File: config.mk
export PLATFORM = sky130hd
export DESIGN_NAME = pr_alloc
export DESIGN_NICKNAME = d
export VERILOG_FILES = /design/src/rtl/pr_alloc_pkg.sv /design/src/rtl/pr_page_map.sv /design/src/rtl/pr_alloc_ctrl.sv /design/src/rtl/pr_alloc.sv
export SDC_FILE = /design/constraint.sdc
export NUM_CORES = 1
export LEC_CHECK = 0
export BUFFER_PORTS_ARGS = -buffer_cell sky130_fd_sc_hd__buf_2
export CORE_UTILIZATION = 45
export DETAILED_ROUTE_END_ITERATION = 16
export GPL_TIMING_DRIVEN = 0
export PLACE_DENSITY = 0.62
export SYNTH_ARGS = -nofsm -noshare
export SYNTH_HDL_FRONTEND = slang
export SYNTH_SLANG_ARGS = --single-unit
File: constraint.sdc
create_clock -name clk -period 5.6 [get_ports clk]
set_input_delay 0.28 -clock clk [delete_from_list [all_inputs] [get_ports clk]]
set_output_delay 0.28 -clock clk [all_outputs]
set_load 0.03 [all_outputs]
File: src/rtl/pr_alloc_pkg.sv
package pr_alloc_pkg;

    typedef enum logic [2:0] {
        ST_IDLE,
        ST_SCAN,
        ST_MARK,
        ST_CLEAR,
        ST_DONE
    } pr_state_e;

    localparam logic [1:0] OP_NONE  = 2'b00;
    localparam logic [1:0] OP_ALLOC = 2'b01;
    localparam logic [1:0] OP_FREE  = 2'b10;
    localparam logic [1:0] OP_FLUSH = 2'b11;

endpackage

File: src/rtl/pr_page_map.sv
module pr_page_map #(
    parameter int NUM_PAGES  = 256,
    parameter int RESV_PAGES = 32,
    localparam int IDX_W     = $clog2(NUM_PAGES)
) (
    input  logic             clk,
    input  logic             rst_n,
    input  logic [IDX_W-1:0] rd_idx,
    output logic             rd_bit,
    input  logic             wr_en,
    input  logic [IDX_W-1:0] wr_idx,
    input  logic             wr_val
);

    logic [NUM_PAGES-1:0] taken;

    for (genvar i = 0; i < NUM_PAGES; i++) begin : g_page
        if (i < RESV_PAGES) begin : g_resv
            // permanently held pages
            assign taken[i] = 1'b1;
        end else begin : g_free
            always_ff @(posedge clk or negedge rst_n) begin
                if (!rst_n) begin
                    taken[i] <= 1'b0;
                end else if (wr_en && (wr_idx == IDX_W'(i))) begin
                    taken[i] <= wr_val;
                end
            end
        end
    end

    assign rd_bit = taken[rd_idx];

endmodule

File: src/rtl/pr_alloc_ctrl.sv
module pr_alloc_ctrl
    import pr_alloc_pkg::*;
#(
    parameter int NUM_PAGES  = 256,
    parameter int RESV_PAGES = 32,
    localparam int IDX_W     = $clog2(NUM_PAGES),
    localparam int LEN_W     = IDX_W + 1
) (
    input  logic             clk,
    input  logic             rst_n,
    input  logic             req_valid,
    input  logic [1:0]       req_op,
    input  logic [LEN_W-1:0] req_len,
    input  logic [IDX_W-1:0] req_start,
    input  logic [IDX_W-1:0] req_mask,
    input  logic             full_flush_en,
    output logic             busy,
    output logic             done,
    output logic             ok,
    output logic [IDX_W-1:0] result_start,
    output logic             flush_pulse,
    output logic [IDX_W-1:0] map_rd_idx,
    input  logic             map_rd_bit,
    output logic             map_wr_en,
    output logic [IDX_W-1:0] map_wr_idx,
    output logic             map_wr_val
);

    localparam int W = IDX_W + 2;
    localparam logic [W-1:0] N_W     = W'(NUM_PAGES);
    localparam logic [W-1:0] MAX_LEN = W'(NUM_PAGES - RESV_PAGES);

    pr_state_e        state;
    logic [1:0]       op_q;
    logic [LEN_W-1:0] len_q;
    logic [IDX_W-1:0] mask_q;
    logic             ff_q;
    logic [W-1:0]     base_q;
    logic [LEN_W-1:0] off_q;
    logic             pass_q;
    logic [IDX_W-1:0] cur_q;
    logic [LEN_W-1:0] cnt_q;
    logic [IDX_W-1:0] ptr_q;
    logic             need_q;
    logic             ok_q;
    logic [IDX_W-1:0] res_q;
    logic             fire_q;

    logic [W-1:0] probe;
    logic [W-1:0] run_end;
    logic [W-1:0] free_end;

    function automatic logic [W-1:0] align_up(input logic [W-1:0] x,
                                              input logic [W-1:0] m);
        return (x + m) & ~m;
    endfunction

    always_comb begin
        probe    = base_q + W'(off_q);
        run_end  = base_q + W'(len_q);
        free_end = W'(req_start) + W'(req_len);
    end

    // state register and datapath
    always_ff @(posedge clk or negedge rst_n) begin
        if (!rst_n) begin
            state  <= ST_IDLE;
            op_q   <= OP_NONE;
            len_q  <= '0;
            mask_q <= '0;
            ff_q   <= 1'b0;
            base_q <= '0;
            off_q  <= '0;
            pass_q <= 1'b0;
            cur_q  <= '0;
            cnt_q  <= '0;
            ptr_q  <= '0;
            need_q <= 1'b0;
            ok_q   <= 1'b0;
            res_q  <= '0;
            fire_q <= 1'b0;
        end else begin
            unique case (state)
                ST_IDLE: begin
                    if (req_valid && req_op != OP_NONE) begin
                        op_q   <= req_op;
                        len_q  <= req_len;
                        mask_q <= req_mask;
                        ff_q   <= full_flush_en;
                        fire_q <= 1'b0;
                        ok_q   <= 1'b0;
                        state  <= ST_DONE;
                        unique case (req_op)
                            OP_ALLOC: begin
                                if (req_len != '0 && W'(req_len) <= MAX_LEN) begin
                                    base_q <= align_up(W'(ptr_q), W'(req_mask));
                                    off_q  <= '0;
                                    pass_q <= 1'b0;
                                    state  <= ST_SCAN;
                                end
                            end
                            OP_FREE: begin
                                if (req_len != '0 && free_end <= N_W) begin
                                    ok_q  <= 1'b1;
                                    cur_q <= req_start;
                                    cnt_q <= req_len;
                                    state <= ST_CLEAR;
                                    if (req_start >= ptr_q) begin
                                        ptr_q <= (free_end >= N_W) ? '0 : IDX_W'(free_end);
                                    end
                                end
                            end
                            OP_FLUSH: begin
                                ok_q   <= 1'b1;
                                fire_q <= need_q;
                                need_q <= 1'b0;
                            end
                            default: ;
                        endcase
                    end
                end
                ST_SCAN: begin
                    if (run_end > N_W) begin
                        need_q <= 1'b1;
                        if (!pass_q) begin
                            pass_q <= 1'b1;
                            base_q <= '0;
                            off_q  <= '0;
                        end else begin
                            ok_q  <= 1'b0;
                            state <= ST_DONE;
                        end
                    end else if (map_rd_bit) begin
                        base_q <= align_up(probe + W'(1), W'(mask_q));
                        off_q  <= '0;
                    end else if (off_q + LEN_W'(1) == len_q) begin
                        ok_q   <= 1'b1;
                        res_q  <= base_q[IDX_W-1:0];
                        cur_q  <= base_q[IDX_W-1:0];
                        cnt_q  <= len_q;
                        ptr_q  <= (run_end >= N_W) ? '0 : IDX_W'(run_end);
                        need_q <= need_q | (run_end >= N_W) | ff_q;
                        state  <= ST_MARK;
                    end else begin
                        off_q <= off_q + LEN_W'(1);
                    end
                end
                ST_MARK, ST_CLEAR: begin
                    cur_q <= cur_q + IDX_W'(1);
                    cnt_q <= cnt_q - LEN_W'(1);
                    if (cnt_q == LEN_W'(1)) begin
                        state <= ST_DONE;
                    end
                end
                ST_DONE: begin
                    state <= ST_IDLE;
                end
                default: state <= ST_IDLE;
            endcase
        end
    end

    // outputs
    always_comb begin
        busy         = (state != ST_IDLE);
        done         = (state == ST_DONE);
        ok           = ok_q;
        result_start = res_q;
        flush_pulse  = (state == ST_DONE) && fire_q;
        map_rd_idx   = probe[IDX_W-1:0];
        map_wr_en    = (state == ST_MARK) || (state == ST_CLEAR);
        map_wr_idx   = cur_q;
        map_wr_val   = (state == ST_MARK);
    end


    done_pulse_chk: assert property (@(posedge clk) disable iff (!rst_n)
        done |=> !done);


    flush_clear_chk: assert property (@(posedge clk) disable iff (!rst_n)
        flush_pulse |-> !need_q);


    grant_align_chk: assert property (@(posedge clk) disable iff (!rst_n)
        (done && ok && op_q == OP_ALLOC) |-> ((result_start & mask_q) == '0));


    grant_resv_chk: assert property (@(posedge clk) disable iff (!rst_n)
        (done && ok && op_q == OP_ALLOC) |-> (result_start >= IDX_W'(RESV_PAGES)));


    grant_fit_chk: assert property (@(posedge clk) disable iff (!rst_n)
        (done && ok && op_q == OP_ALLOC) |-> (W'(result_start) + W'(len_q) <= N_W));

endmodule

File: src/rtl/pr_alloc.sv
module pr_alloc #(
    parameter int NUM_PAGES  = 256,
    parameter int RESV_PAGES = 32,
    localparam int IDX_W     = $clog2(NUM_PAGES),
    localparam int LEN_W     = IDX_W + 1
) (
    input  logic             clk,
    input  logic             rst_n,
    input  logic             req_valid,
    input  logic [1:0]       req_op,
    input  logic [LEN_W-1:0] req_len,
    input  logic [IDX_W-1:0] req_start,
    input  logic [IDX_W-1:0] req_mask,
    input  logic             full_flush_en,
    output logic             busy,
    output logic             done,
    output logic             ok,
    output logic [IDX_W-1:0] result_start,
    output logic             flush_pulse
);

    logic [IDX_W-1:0] rd_idx;
    logic             rd_bit;
    logic             wr_en;
    logic [IDX_W-1:0] wr_idx;
    logic             wr_val;

    pr_alloc_ctrl #(
        .NUM_PAGES (NUM_PAGES),
        .RESV_PAGES(RESV_PAGES)
    ) ctrl_i (
        .clk          (clk),
        .rst_n        (rst_n),
        .req_valid    (req_valid),
        .req_op       (req_op),
        .req_len      (req_len),
        .req_start    (req_start),
        .req_mask     (req_mask),
        .full_flush_en(full_flush_en),
        .busy         (busy),
        .done         (done),
        .ok           (ok),
        .result_start (result_start),
        .flush_pulse  (flush_pulse),
        .map_rd_idx   (rd_idx),
        .map_rd_bit   (rd_bit),
        .map_wr_en    (wr_en),
        .map_wr_idx   (wr_idx),
        .map_wr_val   (wr_val)
    );

    pr_page_map #(
        .NUM_PAGES (NUM_PAGES),
        .RESV_PAGES(RESV_PAGES)
    ) map_i (
        .clk   (clk),
        .rst_n (rst_n),
        .rd_idx(rd_idx),
        .rd_bit(rd_bit),
        .wr_en (wr_en),
        .wr_idx(wr_idx),
        .wr_val(wr_val)
    );

endmodule

Word-level counts from Yosys, hierarchy flattened
Cells that the tools add are included.
W data, S select, Z words.
{ "totals": {"out_inout_bits": 12, "in_bits": 31, "register_bits": 301} }
{ "op_classes": {"reduce_logical": 246, "n_addsub": 9, "bitwise": 8, "n_eq_ne": 251, "n_mux": 71, "magnitude_cmp": 7} }
{ "op_table": {"columns": ["op", "n"], "rows": [
  ["$eq A8 B8 Y1 const B", 128],
  ["$eq A8 B7 Y1 const B", 64],
  ["$eq A8 B6 Y1 const B", 32],
  ["$logic_and A1 B1 Y1", 228],
  ["$mux W8", 15],
  ["$mux W9", 13],
  ["$mux W10", 6],
  ["$pmux W9 S3", 1],
  ["$mux W3", 8],
  ["$pmux W8 S3", 1],
  ["$add A10 B9 Y10", 2],
  ["$and A10 B10 Y10", 2],
  ["$ge A10 B9 Y1 const B", 2],
  ["$not A8 Y10", 2],
  ["$pmux W10 S2", 1],
  ["$reduce_and A5 Y1", 4],
  ["$pmux W9 S2", 1],
  ["$mux W1", 17],
  ["$pmux W8 S2", 1],
  ["$ne A2 B1 Y1 const B", 7],
  ["$reduce_and A6 Y1", 2],
  ["$add A10 B1 Y10 const B", 1],
  ["$add A10 B8 Y10", 1],
  ["$add A8 B9 Y10", 1],
  ["other kinds (37)", 52]
]} }

Depth between registers and ports, before layout
Gate-level depths: netlist of the first run.
{ "logic_depth": {"word_depth": 8, "ltp_mapped": 18} }

Modules after synthesis
A second synthesis of the first run with hierarchy kept.
{ "hier_totals": {"cells_unflattened": 1658, "area_unflattened_um2": 17580.6} }
{ "modules_own_cells": {"columns": ["mod", "cells_per_inst", "area_per_inst_um2", "n_inst"], "rows": [
  ["pr_page_map", 981, 11476.0, 1],
  ["pr_alloc_ctrl", 677, 6104.6, 1]
]} }

Least setup slack after synthesis of the first run
Ideal clock, no wire load.
{ "synth_timing": {"kind": "flip-flop to flip-flop", "from": "register ctrl_i.off_q[0]", "to": "register ctrl_i.ptr_q[0]", "arrival_time_ps": 4158, "t_required_ps": 5475, "path_stages_with_launch": 16, "path_slack_ps": 1317, "n_path_buf": 2, "cell_sequence": "dfrtp_1 > ha_1 > inv_1 > fa_1 > inv_2 > buf_4 > mux4_2 > nor2b_1 > a2111oi_0 > a211o_1 > a211o_2 > mux2i_4 > or3_1 > a211o_1 > buf_6 > mux2_4"} }
{ "synth_between": {"elab_chain_len": 5, "elab_cells_between_ends": 8, "cone_classes": "2 x add/sub; 3 x eq/ne; 2 x mux; 1 x reduce/logical"} }
{ "synth_rtl": {"columns": ["item", "line", "text"], "rows": [
  ["from (decl)", "pr_alloc_ctrl.sv:39", "logic [LEN_W-1:0] off_q;"],
  ["from (signal assigned)", "pr_alloc_ctrl.sv:145", "off_q <= off_q + LEN_W'(1);"],
  ["$add A10 B9 Y10", "pr_alloc_ctrl.sv:59", "probe = base_q + W'(off_q);"],
  ["$bmux W1 S8", "pr_page_map.sv:32", "assign rd_bit = taken[rd_idx];"],
  ["$mux W1 (not written as such)", "pr_page_map.sv:32", null],
  ["$ne A2 B2 Y1 (no line)", null, null],
  ["$reduce_and A8 Y1 (no line) *", null, null],
  ["to (signal assigned)", "pr_alloc_ctrl.sv:109", "ptr_q <= (free_end >= N_W) ? '0 : IDX_W'(free_end);"],
  ["to (signal assigned)", "pr_alloc_ctrl.sv:141", "ptr_q <= (run_end >= N_W) ? '0 : IDX_W'(run_end);"],
  ["to (decl)", "pr_alloc_ctrl.sv:43", "logic [IDX_W-1:0] ptr_q;"]
]} }
Mark *: on every way between the ends. The rest lies on a longest branch, timed or not. The select of a mux whose other input is x is not followed.
A chain may end at the register's enable or synchronous reset.

Worst setup path after layout of the first run
{ "layout_timing": {"from": "register ctrl_i.base_q[2]", "to": "register ctrl_i.cur_q[2] (netlist: ctrl_i.map_wr_idx[2])"} }
{ "layout_between": {"elab_chain_len": 5, "elab_cells_between_ends": 12, "cone_classes": "2 x add/sub; 1 x order compare; 2 x eq/ne; 6 x mux; 1 x reduce/logical"} }
{ "layout_rtl": {"columns": ["item", "line", "text"], "rows": [
  ["from (decl)", "pr_alloc_ctrl.sv:38", "logic [W-1:0] base_q;"],
  ["from (signal assigned)", "pr_alloc_ctrl.sv:96", "base_q <= align_up(W'(ptr_q), W'(req_mask));"],
  ["from (signal assigned)", "pr_alloc_ctrl.sv:134", "base_q <= align_up(probe + W'(1), W'(mask_q));"],
  ["$add A10 B9 Y10", "pr_alloc_ctrl.sv:59", null],
  ["$bmux W1 S8", "pr_page_map.sv:32", null],
  ["$mux W1 (not written as such)", "pr_page_map.sv:32", null],
  ["$ne A2 B2 Y1 (no line)", null, null],
  ["$reduce_and A7 Y1 (no line)", null, null],
  ["to (signal assigned)", "pr_alloc_ctrl.sv:105", "cur_q <= req_start;"],
  ["to (signal assigned)", "pr_alloc_ctrl.sv:139", "cur_q <= base_q[IDX_W-1:0];"],
  ["to (signal assigned)", "pr_alloc_ctrl.sv:149", "cur_q <= cur_q + IDX_W'(1);"],
  ["to (decl)", "pr_alloc_ctrl.sv:41", "logic [IDX_W-1:0] cur_q;"]
]} }
Several ways; a longest one is shown, not always the timed one. The select of a mux whose other input is x is not followed.

==> impl_metrics.env, run 1 <==
export IMPL_status="finished, final reports clean"
export IMPL_cts_made_buffers=36
export IMPL_hold_path_depth=2
export IMPL_final_area_um2=19800
export IMPL_finalSetupViolations=0
export IMPL_drt_total_wl_mm=61.8
export IMPL_power_density_nw_per_um2=515
export IMPL_first_global_vias=15100
export IMPL_die_area_um2=39800
export IMPL_drt_initial_drc_count=1560
export IMPL_path_max_fanout=10
export IMPL_whs_endpoint="ctrl_i.mask_q[4]"
export IMPL_multiInputGateArea_um2=9170
export IMPL_portBuffers=42
export IMPL_seq_area_um2=7530
export IMPL_min_from="req_mask[4]"
export IMPL_die_x_um=200
export IMPL_placed_area_um2=18500
export IMPL_drc_errors=0
export IMPL_diodes=0
export IMPL_synth_commonest_cells="dfrtp_1 (301), o21ai_0 (272), o31ai_1 (237)"
export IMPL_syn_num_nets=1800
export IMPL_period_minus_slack_ns=5.57
export IMPL_fin_tns_setup_ns=0
export IMPL_clkLatencyLatePin_ns=0.56
export IMPL_cp_end_kind="register"
export IMPL_skew_ns=0.0358
export IMPL_relSlewSlack_pct=21.4
export IMPL_async_flop_share_pct=100
export IMPL_timing_rr_start="ctrl_i.base_q[2]"
export IMPL_grt_antenna_before_repair=1
export IMPL_chipHeight_um=200
export IMPL_root_buffer="clkbuf_16"
export IMPL_cts_tree="yes"
export IMPL_pre_cts_ws_ns=-0.150
export IMPL_grt_use_total_pct=31.9
export IMPL_grt_pass1_wl_mm=94.3
export IMPL_grt_setup_unrepaired="no"
export IMPL_io_pins=43
export IMPL_clk_pin_slew_worst_paths_ns=0.06
export IMPL_maxCapViolations=0
export IMPL_synth_top_cell_area_share_pct=42.9
export IMPL_reg2reg_depth=13
export IMPL_ys_flop_type="dfrtp_1"
export IMPL_gp_congestion=0.945
export IMPL_hold_path_class="input port to register"
export IMPL_ir_worst_vdd_uv=306
export IMPL_cts_htree_levels=2
export IMPL_via_count=15500
export IMPL_ys_ff_latch=301
export IMPL_synth_seq_area_share_pct=42.9
export IMPL_yosysUniqueCellTypes=91
export IMPL_fillCellCount=3585
export IMPL_rows=72
export IMPL_fmax_ghz=0.179
export IMPL_viasPerCell=6.64
export IMPL_syn_area_per_cell_um2=10.3
export IMPL_yosysTopAreaCell="dfrtp_1"
export IMPL_synth_most_common_cell="dfrtp_1"
export IMPL_required_ns=6.06
export IMPL_reg2reg_slack_ns=0.03
export IMPL_power_leakage_nw=8.27
export IMPL_cts_setup_buffers=0
export IMPL_core_area_um2=38600
export IMPL_nNetsFinal=1886
export IMPL_dpl_hpwl_mm=42.1
export IMPL_grt_max_degree=111
export IMPL_syn_cell_area_um2=17600
export IMPL_first_pass_iters=7
export IMPL_area_growth_pct=12.4
export IMPL_cp_arrival_ns=6.03
export IMPL_synth_edf_count=0
export IMPL_worstSetupPathType="register to register"
export IMPL_r2r_end="ctrl_i.map_wr_idx[2]"
export IMPL_wire_per_inst_um=26.5
export IMPL_setup_ws_ns=0.0280
export IMPL_ant_nets=0
export IMPL_ys_warn_count=0
export IMPL_syn_inst=1705
export IMPL_drive_gt1_share_pct=12.7
export IMPL_drv_slew=0
export IMPL_cts_buffer_depth=3
export IMPL_grt_ovfl_total=0
export IMPL_initial_core_util_pct=45.6
export IMPL_clock_sinks=301
export IMPL_finalCritPeriodShare_pct=99.5
export IMPL_synthTopCellsByArea="dfrtp_1 (43%), o31ai_1 (10%), o21ai_0 (7.7%)"
export IMPL_final_hold_violation_count=0
export IMPL_cp_start_kind="register"
export IMPL_p_total_w=0.0102
export IMPL_tightest_slew_ns=1.18
critical path: stages (launching register included):
cell and delay (ns):
dfrtp_1 0.59, ha_1 0.39, and3_2 0.25, o21ai_1 0.84, nand2_2 0.46, clkinv_1 0.49, a31oi_1 0.24, a2111oi_0 0.43
nand4bb_1 0.27, mux2i_4 0.20, o32ai_4 0.50, nand2_2 0.19, buf_1 0.32, o2bb2ai_1 0.28
layout make-up:
| type | instances | share of cell area [%] |
|---|---|---|
| tap | 518 | 3.28 |
| buffer | 149 | 3.41 |
| clock inverter | 12 | 0.754 |
| inverter | 54 | 1.03 |
| timing repair buffer | 49 | 1.74 |
| multi-input combinational | 1200 | 46.4 |
| clock buffer | 50 | 5.24 |
| sequential | 301 | 38.1 |
repair_timing:
item / 4_1_cts / 5_1_grt
setup endpoints to repair: 10 / 18
hold buffers: 4 / 0
endpoints found under the hold margin: 31 / 0
gates cloned: 0 / 0
gates resized for setup: 1 / 4
routing by layer:
layer	track usage, %	share of wire, %	vias up	routed length (um)
li1	-	-	6726	-
met1	44.1	42	7783	26100
met4	14.9	4.6	0	2810
met5	0	0	-	0
met3	6.82	8.8	196	5440
met2	47.9	44	792	27400
where the power goes:
part           internal, W  leakage [nW]  switching [W]  total (W)
Clock              0.00143         0.583       0.000971    0.00240
Sequential         0.00247          4.11       0.000402    0.00288
Combinational      0.00174          3.58        0.00316    0.00490
Total              0.00565          8.27        0.00453     0.0102
sequential cells by signal (all words and copies together), names as in the netlist, 3 cells and up:
signal	cells
ctrl_i.state	3
ctrl_i.mask_q	8
map_i.taken	224
ctrl_i.result_start	8
ctrl_i.off_q	9
ctrl_i.ptr_q	8
ctrl_i.cnt_q	9
ctrl_i.base_q	10
ctrl_i.map_wr_idx	8
ctrl_i.len_q	9
cells in the final DEF, fill, tap and decap left out, types with 7 or more instances in the layout:
master / n
dfrtp_1: 301
buf_2: 45
nor3_1: 16
nand3_1: 46
mux2_2: 36
o21ai_0: 272
a21oi_1: 43
ha_1: 59
or3_1: 8
and3_1: 7
a22oi_1: 7
a221oi_1: 9
mux4_1: 15
o22ai_1: 7
nand2b_1: 11
mux4_2: 41
nor4_1: 8
xnor2_1: 22
xor2_1: 12
mux2i_1: 19
nand2_1: 80
a31oi_1: 7
o21bai_1: 8
nand4_1: 11
nor2b_1: 18
clkbuf_16: 37
clkbuf_1: 131
o2bb2ai_1: 11
o21a_1: 9
inv_1: 50
nor2_1: 49
o31ai_1: 237
a21o_1: 12
clkbuf_8: 10
kinds of logic (layout without fill, tap and decap cells):
logic type	after synthesis	count (layout)	synth area share, %
AO/OA/AOI/OAI	697	697	26.1
multiplexers	116	116	11.4
XOR/XNOR	34	34	1.69
buffers and inverters	204	314	5.00
adder cells (fa/ha/maj)	65	65	4.83
AND/OR/NAND/NOR	288	288	8.14
flip-flops	301	301	42.9
worst max-delay path by stage:
stage	cells past startpoint	slack [ns]	end	start
2_1_floorplan	15	1.32	ctrl_i.ptr_q[0]	ctrl_i.off_q[0]
3_3_place_gp	1	-1.69	map_i.taken[85]	rst_n
3_5_place_dp	15	-0.15	ctrl_i.map_wr_idx[2]	ctrl_i.base_q[0]
4_1_cts	16	0.01	ctrl_i.map_wr_idx[2]	ctrl_i.base_q[0]
5_1_grt	15	0.02	ctrl_i.map_wr_idx[2]	ctrl_i.base_q[0]
6_report	13	0.03	ctrl_i.map_wr_idx[2]	ctrl_i.base_q[2]
metrics by stage:
step	instances	hold WS (ns)	utilization, %
after floorplan	1705	-0.0156	-
after global routing	2333	0.0398	51.2
after detailed placement	2268	0.157	48.0
after CTS	2333	0.00915	51.2
final	2333	0.0214	51.2
after global placement	2265	0.481	47.8
Note: power is estimated with default switching activity, not from simulation.
==> run 2, diff against run 1 <==
Settings changed: CORE_ASPECT_RATIO set to 0.6, CORE_MARGIN set to 2.
==> impl_metrics.env, run 2 (same netlist as run 1, synthesis figures left out) <==
export IMPL_drv_slew=0
export IMPL_reg_top3="map_i.taken x224, ctrl_i.base_q x10"
export IMPL_status="finished, final reports clean"
export IMPL_period_minus_slack_ns=5.35
export IMPL_ir_worst_vdd_uv=330
export IMPL_largest_register_ffs=224
export IMPL_cp_start_kind="register"
export IMPL_cp_end_kind="register"
export IMPL_grt_use_total_pct=32.3
export IMPL_first_global_vias=14800
export IMPL_grt_setup_unrepaired="no"
export IMPL_cts_htree_levels=1
export IMPL_cts_tree="yes"
export IMPL_first_pass_iters=6
export IMPL_fmax_ghz=0.187
export IMPL_path_common_cell="mux2_2"
export IMPL_cts_setup_buffers=0
export IMPL_drt_total_wl_mm=66.1
export IMPL_portBuffers=42
export IMPL_root_buffer="clkbuf_16"
export IMPL_drt_initial_drc_count=2296
export IMPL_rows=56
export IMPL_final_area_um2=19600
export IMPL_nNetsFinal=1884
export IMPL_cp_arrival_ns=5.82
export IMPL_drive_gt1_share_pct=12.2
export IMPL_path_max_fanout=10
export IMPL_power_density_nw_per_um2=513
export IMPL_clock_sinks=301
export IMPL_worstSetupPathType="register to register"
export IMPL_slowest_stage="dfrtp_1"
export IMPL_area_growth_pct=11.4
export IMPL_die_x_um=259
export IMPL_wire_per_inst_um=28.3
export IMPL_finalCritPeriodShare_pct=95.5
export IMPL_dpl_hpwl_mm=47.1
export IMPL_final_cell_mix="dfrtp_1 (301), o21ai_0 (272), o31ai_1 (237)"
export IMPL_core_area_um2=38700
export IMPL_cts_made_buffers=30
export IMPL_io_pins=43
export IMPL_ant_nets=0
export IMPL_grt_max_degree=123
export IMPL_skew_ns=0.0244
export IMPL_chipHeight_um=157
export IMPL_path_buf_inv=3
export IMPL_finalSetupViolations=0
export IMPL_viasPerCell=6.83
export IMPL_cpPeakStageDelay_ns=0.54
export IMPL_cts_buffer_depth=3
export IMPL_relSlewSlack_pct=14.1
export IMPL_crit_family="multiplexers"
export IMPL_initial_core_util_pct=45.4
export IMPL_hold_path_class="input port to register"
export IMPL_clkLatencyLatePin_ns=0.60
export IMPL_layout_commonest_cell="dfrtp_1"
export IMPL_clk_pin_slew_worst_paths_ns=0.07
export IMPL_tightest_slew_ns=1.29
export IMPL_fin_tns_setup_ns=0
export IMPL_largest_register="map_i.taken"
export IMPL_placed_area_um2=18500
export IMPL_grt_antenna_before_repair=1
export IMPL_die_area_um2=40700
export IMPL_via_count=15900
export IMPL_gp_congestion=0.926
export IMPL_grt_ovfl_total=0
export IMPL_final_hold_violation_count=0
export IMPL_required_ns=6.07
export IMPL_crit_path_cell_trace="ha_1 -> inv_1 -> fa_2 -> xor2_4 -> inv_2 -> clkbuf_2 -> mux4_2 -> mux2i_1 -> mux2_2 -> a211o_1 -> a211o_2 -> mux2i_4 -> nand2b_1 -> o21ai_2 -> mux2_2"
export IMPL_final_util_pct=50.5
export IMPL_power_leakage_nw=8.17
export IMPL_maxCapViolations=0
export IMPL_drc_errors=0
export IMPL_grt_pass1_wl_mm=97.3
run 2: worst register-to-register path, stage by stage, from the launching register on:
cell and delay, ns:
dfrtp_1 0.54, ha_1 0.27, inv_1 0.08, fa_2 0.44
xor2_4 0.35, inv_2 0.18, clkbuf_2 0.40, mux4_2 0.33
mux2i_1 0.09, mux2_2 0.38, a211o_1 0.35, a211o_2 0.37
mux2i_4 0.43, nand2b_1 0.41, o21ai_2 0.27, mux2_2 0.35
run 2: final timing paths:
path | start | endpoint | slack (ns) | cells after the start
min in group asynchronous | rst_n | map_i.taken[172] | 0.36 | 2
max reg2reg | ctrl_i.base_q[0] | ctrl_i.base_q[7] | 0.25 | 15
min | req_len[7] | ctrl_i.len_q[7] | 0.02 | 2
max | ctrl_i.base_q[0] | ctrl_i.base_q[7] | 0.25 | 15
min reg2reg | ctrl_i.cnt_q[8] | ctrl_i.cnt_q[8] | 0.49 | 1
max in group asynchronous | rst_n | ctrl_i.cnt_q[7] | 4.01 | 3
run 2: final cells by class:
cell class / instances / area [um2]
multi-input cells: 1200 / 9200
flip-flops and latches: 301 / 7530
repair buffers: 53 / 365
fillers: 3517 / 19200
plain buffers: 149 / 676
clock inverters: 10 / 133
inverters: 54 / 203
clock buffers: 40 / 820
well taps: 522 / 653
diodes: 1 / 2.50
run 2: repair_timing:
action / CTS / global route
hold buffers: 9 / 0
endpoints found under the hold margin: 119 / 0
resized for setup: 3 / 5
endpoints found under the setup margin: 34 / 21
run 2: per-stage QoR:
step / instances / total power, W / worst slack (ns) / hold slack, ns
after CTS: 2329 / 0.00983 / 0.0906 / 0.00151
after global placement: 2269 / 0.00768 / -1.62 / 0.482
after floorplan: 1705 / 0.00604 / 1.32 / -0.0156
final: 2330 / 0.0100 / 0.254 / 0.0208
after global routing: 2330 / 0.0105 / 0.161 / 0.0232
after detailed placement: 2271 / 0.00777 / -0.269 / 0.435
run 2: power by group:
part	internal [W]	switching (W)
sequential	0.00247	0.000427
combinational	0.00176	0.00332
clock	0.00116	0.000919
total	0.00539	0.00466
run 2: layer usage:
metal  vias to the layer above  global-route usage [%]  part of all wire, %
met1                      8036                    49.6                   45
met2                      1028                    40.8                   38
met3                       130                    14.1                   15
met4                         0                    6.61                  2.0
li1                       6711                       -                    -
met5                         -                       0                    0
==> run 3, diff against run 2 <==
Settings changed: PLACE_DENSITY 0.62 to 0.6.
==> impl_metrics.env, run 3 (same netlist as run 1, synthesis figures left out) <==
export IMPL_ant_nets=0
export IMPL_drt_initial_drc_count=2463
export IMPL_drt_total_wl_mm=66.4
export IMPL_path_max_fanout=10
export IMPL_r2r_end="ctrl_i.base_q[6]"
export IMPL_critPathLaunch="ctrl_i.base_q[0]"
export IMPL_reg2reg_depth=15
export IMPL_relSlewSlack_pct=10.8
export IMPL_root_buffer="clkbuf_16"
export IMPL_gp_congestion=0.914
export IMPL_final_hold_violation_count=0
export IMPL_viasPerCell=6.74
export IMPL_timing_rr_start="ctrl_i.base_q[0]"
export IMPL_largest_register_ffs=224
export IMPL_p_total_w=0.00995
export IMPL_portBuffers=42
export IMPL_hold_ws_ns=0.0117
export IMPL_nNetsFinal=1886
export IMPL_crit_path_end="ctrl_i.base_q[6]"
export IMPL_final_cell_mix="dfrtp_1 (301), o21ai_0 (272), o31ai_1 (237)"
export IMPL_initial_core_util_pct=45.4
export IMPL_period_minus_slack_ns=5.53
export IMPL_hold_path_class="input port to register"
export IMPL_pre_cts_ws_ns=-0.273
export IMPL_skew_ns=0.0130
export IMPL_cts_tree="yes"
export IMPL_die_x_um=259
export IMPL_grt_use_total_pct=32.6
export IMPL_fin_tns_setup_ns=0
export IMPL_tightest_slew_ns=1.34
export IMPL_worstSetupPathType="register to register"
export IMPL_cts_buffer_depth=3
export IMPL_reg_top3="map_i.taken x224, ctrl_i.base_q x10"
export IMPL_grt_max_degree=114
export IMPL_rows=56
export IMPL_die_area_um2=40700
export IMPL_finalSetupViolations=0
export IMPL_largest_register="map_i.taken"
export IMPL_layout_commonest_cell="dfrtp_1"
export IMPL_grt_setup_unrepaired="no"
export IMPL_dpl_hpwl_mm=46.9
export IMPL_cp_start_kind="register"
export IMPL_power_leakage_nw=8.15
export IMPL_fmax_ghz=0.181
export IMPL_fillCellCount=3545
export IMPL_core_area_um2=38700
export IMPL_finalCritPeriodShare_pct=98.7
export IMPL_reg2reg_slack_ns=0.07
export IMPL_grt_pass1_wl_mm=97.3
export IMPL_first_global_vias=14600
export IMPL_status="finished, final reports clean"
export IMPL_clkLatencyLatePin_ns=0.59
export IMPL_grt_ovfl_total=0
export IMPL_required_ns=6.07
export IMPL_cts_htree_levels=1
export IMPL_clk_pin_slew_worst_paths_ns=0.06
export IMPL_power_density_nw_per_um2=509
export IMPL_cts_made_buffers=31
export IMPL_drive_gt1_share_pct=12.4
export IMPL_first_pass_iters=5
export IMPL_drv_slew=0
export IMPL_maxCapViolations=0
export IMPL_cp_end_kind="register"
export IMPL_cp_arrival_ns=6.00
export IMPL_clock_sinks=301
export IMPL_area_growth_pct=11.2
export IMPL_via_count=15700
export IMPL_setup_ws_ns=0.0713
export IMPL_grt_antenna_before_repair=2
export IMPL_wire_per_inst_um=28.4
export IMPL_drc_errors=0
export IMPL_chipHeight_um=157
export IMPL_ir_worst_vdd_uv=262
export IMPL_io_pins=43
export IMPL_cts_setup_buffers=0
run 3: cell types whose count changed in the layout (fill, tap and decap cells not counted), moves of 2 or more:
cell        delta
clkinvlp_4     +2
diode_2        +2
bufinv_16      -3
clkbuf_8       +3
clkinv_2       +3
run 3: report_power, final:
group / internal (W) / switching, W / total [W]
registers: 0.00247 / 0.000429 / 0.00290
logic: 0.00176 / 0.00331 / 0.00506
clock network: 0.00106 / 0.000926 / 0.00199
total: 0.00529 / 0.00466 / 0.00995
run 3: layer usage:
metal	GRT usage, %	part of all wire [%]	routed length [um]
met5	0	0	0
met4	6.83	2.0	1330
met3	16.0	16	10300
met2	39.4	36	24200
met1	50.4	46	30600
run 3: cell type report:
type	instances	area (um2)	share of cell area [%]
clock inverters	10	55.1	0.282
repair buffers	53	365	1.87
inverters	54	203	1.04
well taps	522	653	3.34
flip-flops and latches	301	7530	38.5
multi-input cells	1200	9190	47.0
clock buffers	42	857	4.39
diodes	3	7.51	0.0384
plain buffers	150	681	3.48
run 3: stage by stage:
| step | cells | util (%) | cell area, um2 |
|---|---|---|---|
| after global routing | 2333 | 50.4 | 19500 |
| after CTS | 2332 | 50.4 | 19500 |
| after global placement | 2269 | 47.6 | 18400 |
| after floorplan | 1705 | - | 17600 |
| after detailed placement | 2271 | 47.7 | 18500 |
| final | 2335 | 50.4 | 19500 |
run 3: worst min-delay path by stage:
stage | slack [ns] | from | depth (start not counted) | to
detailed placement | 0.40 | rst_n | 1 | map_i.taken[60]
finish | 0.01 | req_len[7] | 2 | ctrl_i.len_q[7]
CTS | 0.0004 | req_len[7] | 2 | ctrl_i.len_q[7]
global route | 0.02 | req_len[7] | 2 | ctrl_i.len_q[7]
global placement | 0.48 | ctrl_i.pass_q | 2 | ctrl_i.pass_q
floorplan | -0.02 | rst_n | 0 | ctrl_i.base_q[0]
run 3: repair_timing:
| item | CTS | global route |
|---|---|---|
| hold buffers | 9 | 0 |
| resized for setup | 4 | 4 |
| setup endpoints to repair | 33 | 22 |
| hold endpoints to repair | 111 | 0 |
run 3: worst max-delay path, stage by stage, from the launching register on:
cell      delay, ns
dfrtp_1        0.56
ha_1           0.29
inv_1          0.08
fa_1           0.47
xor2_2         0.48
inv_2          0.21
clkbuf_2       0.41
mux4_2         0.32
mux2i_1        0.10
mux2_2         0.39
a211o_1        0.34
a211o_2        0.37
mux2i_4        0.39
nand2b_1       0.40
o21ai_2        0.26
mux2_2         0.33
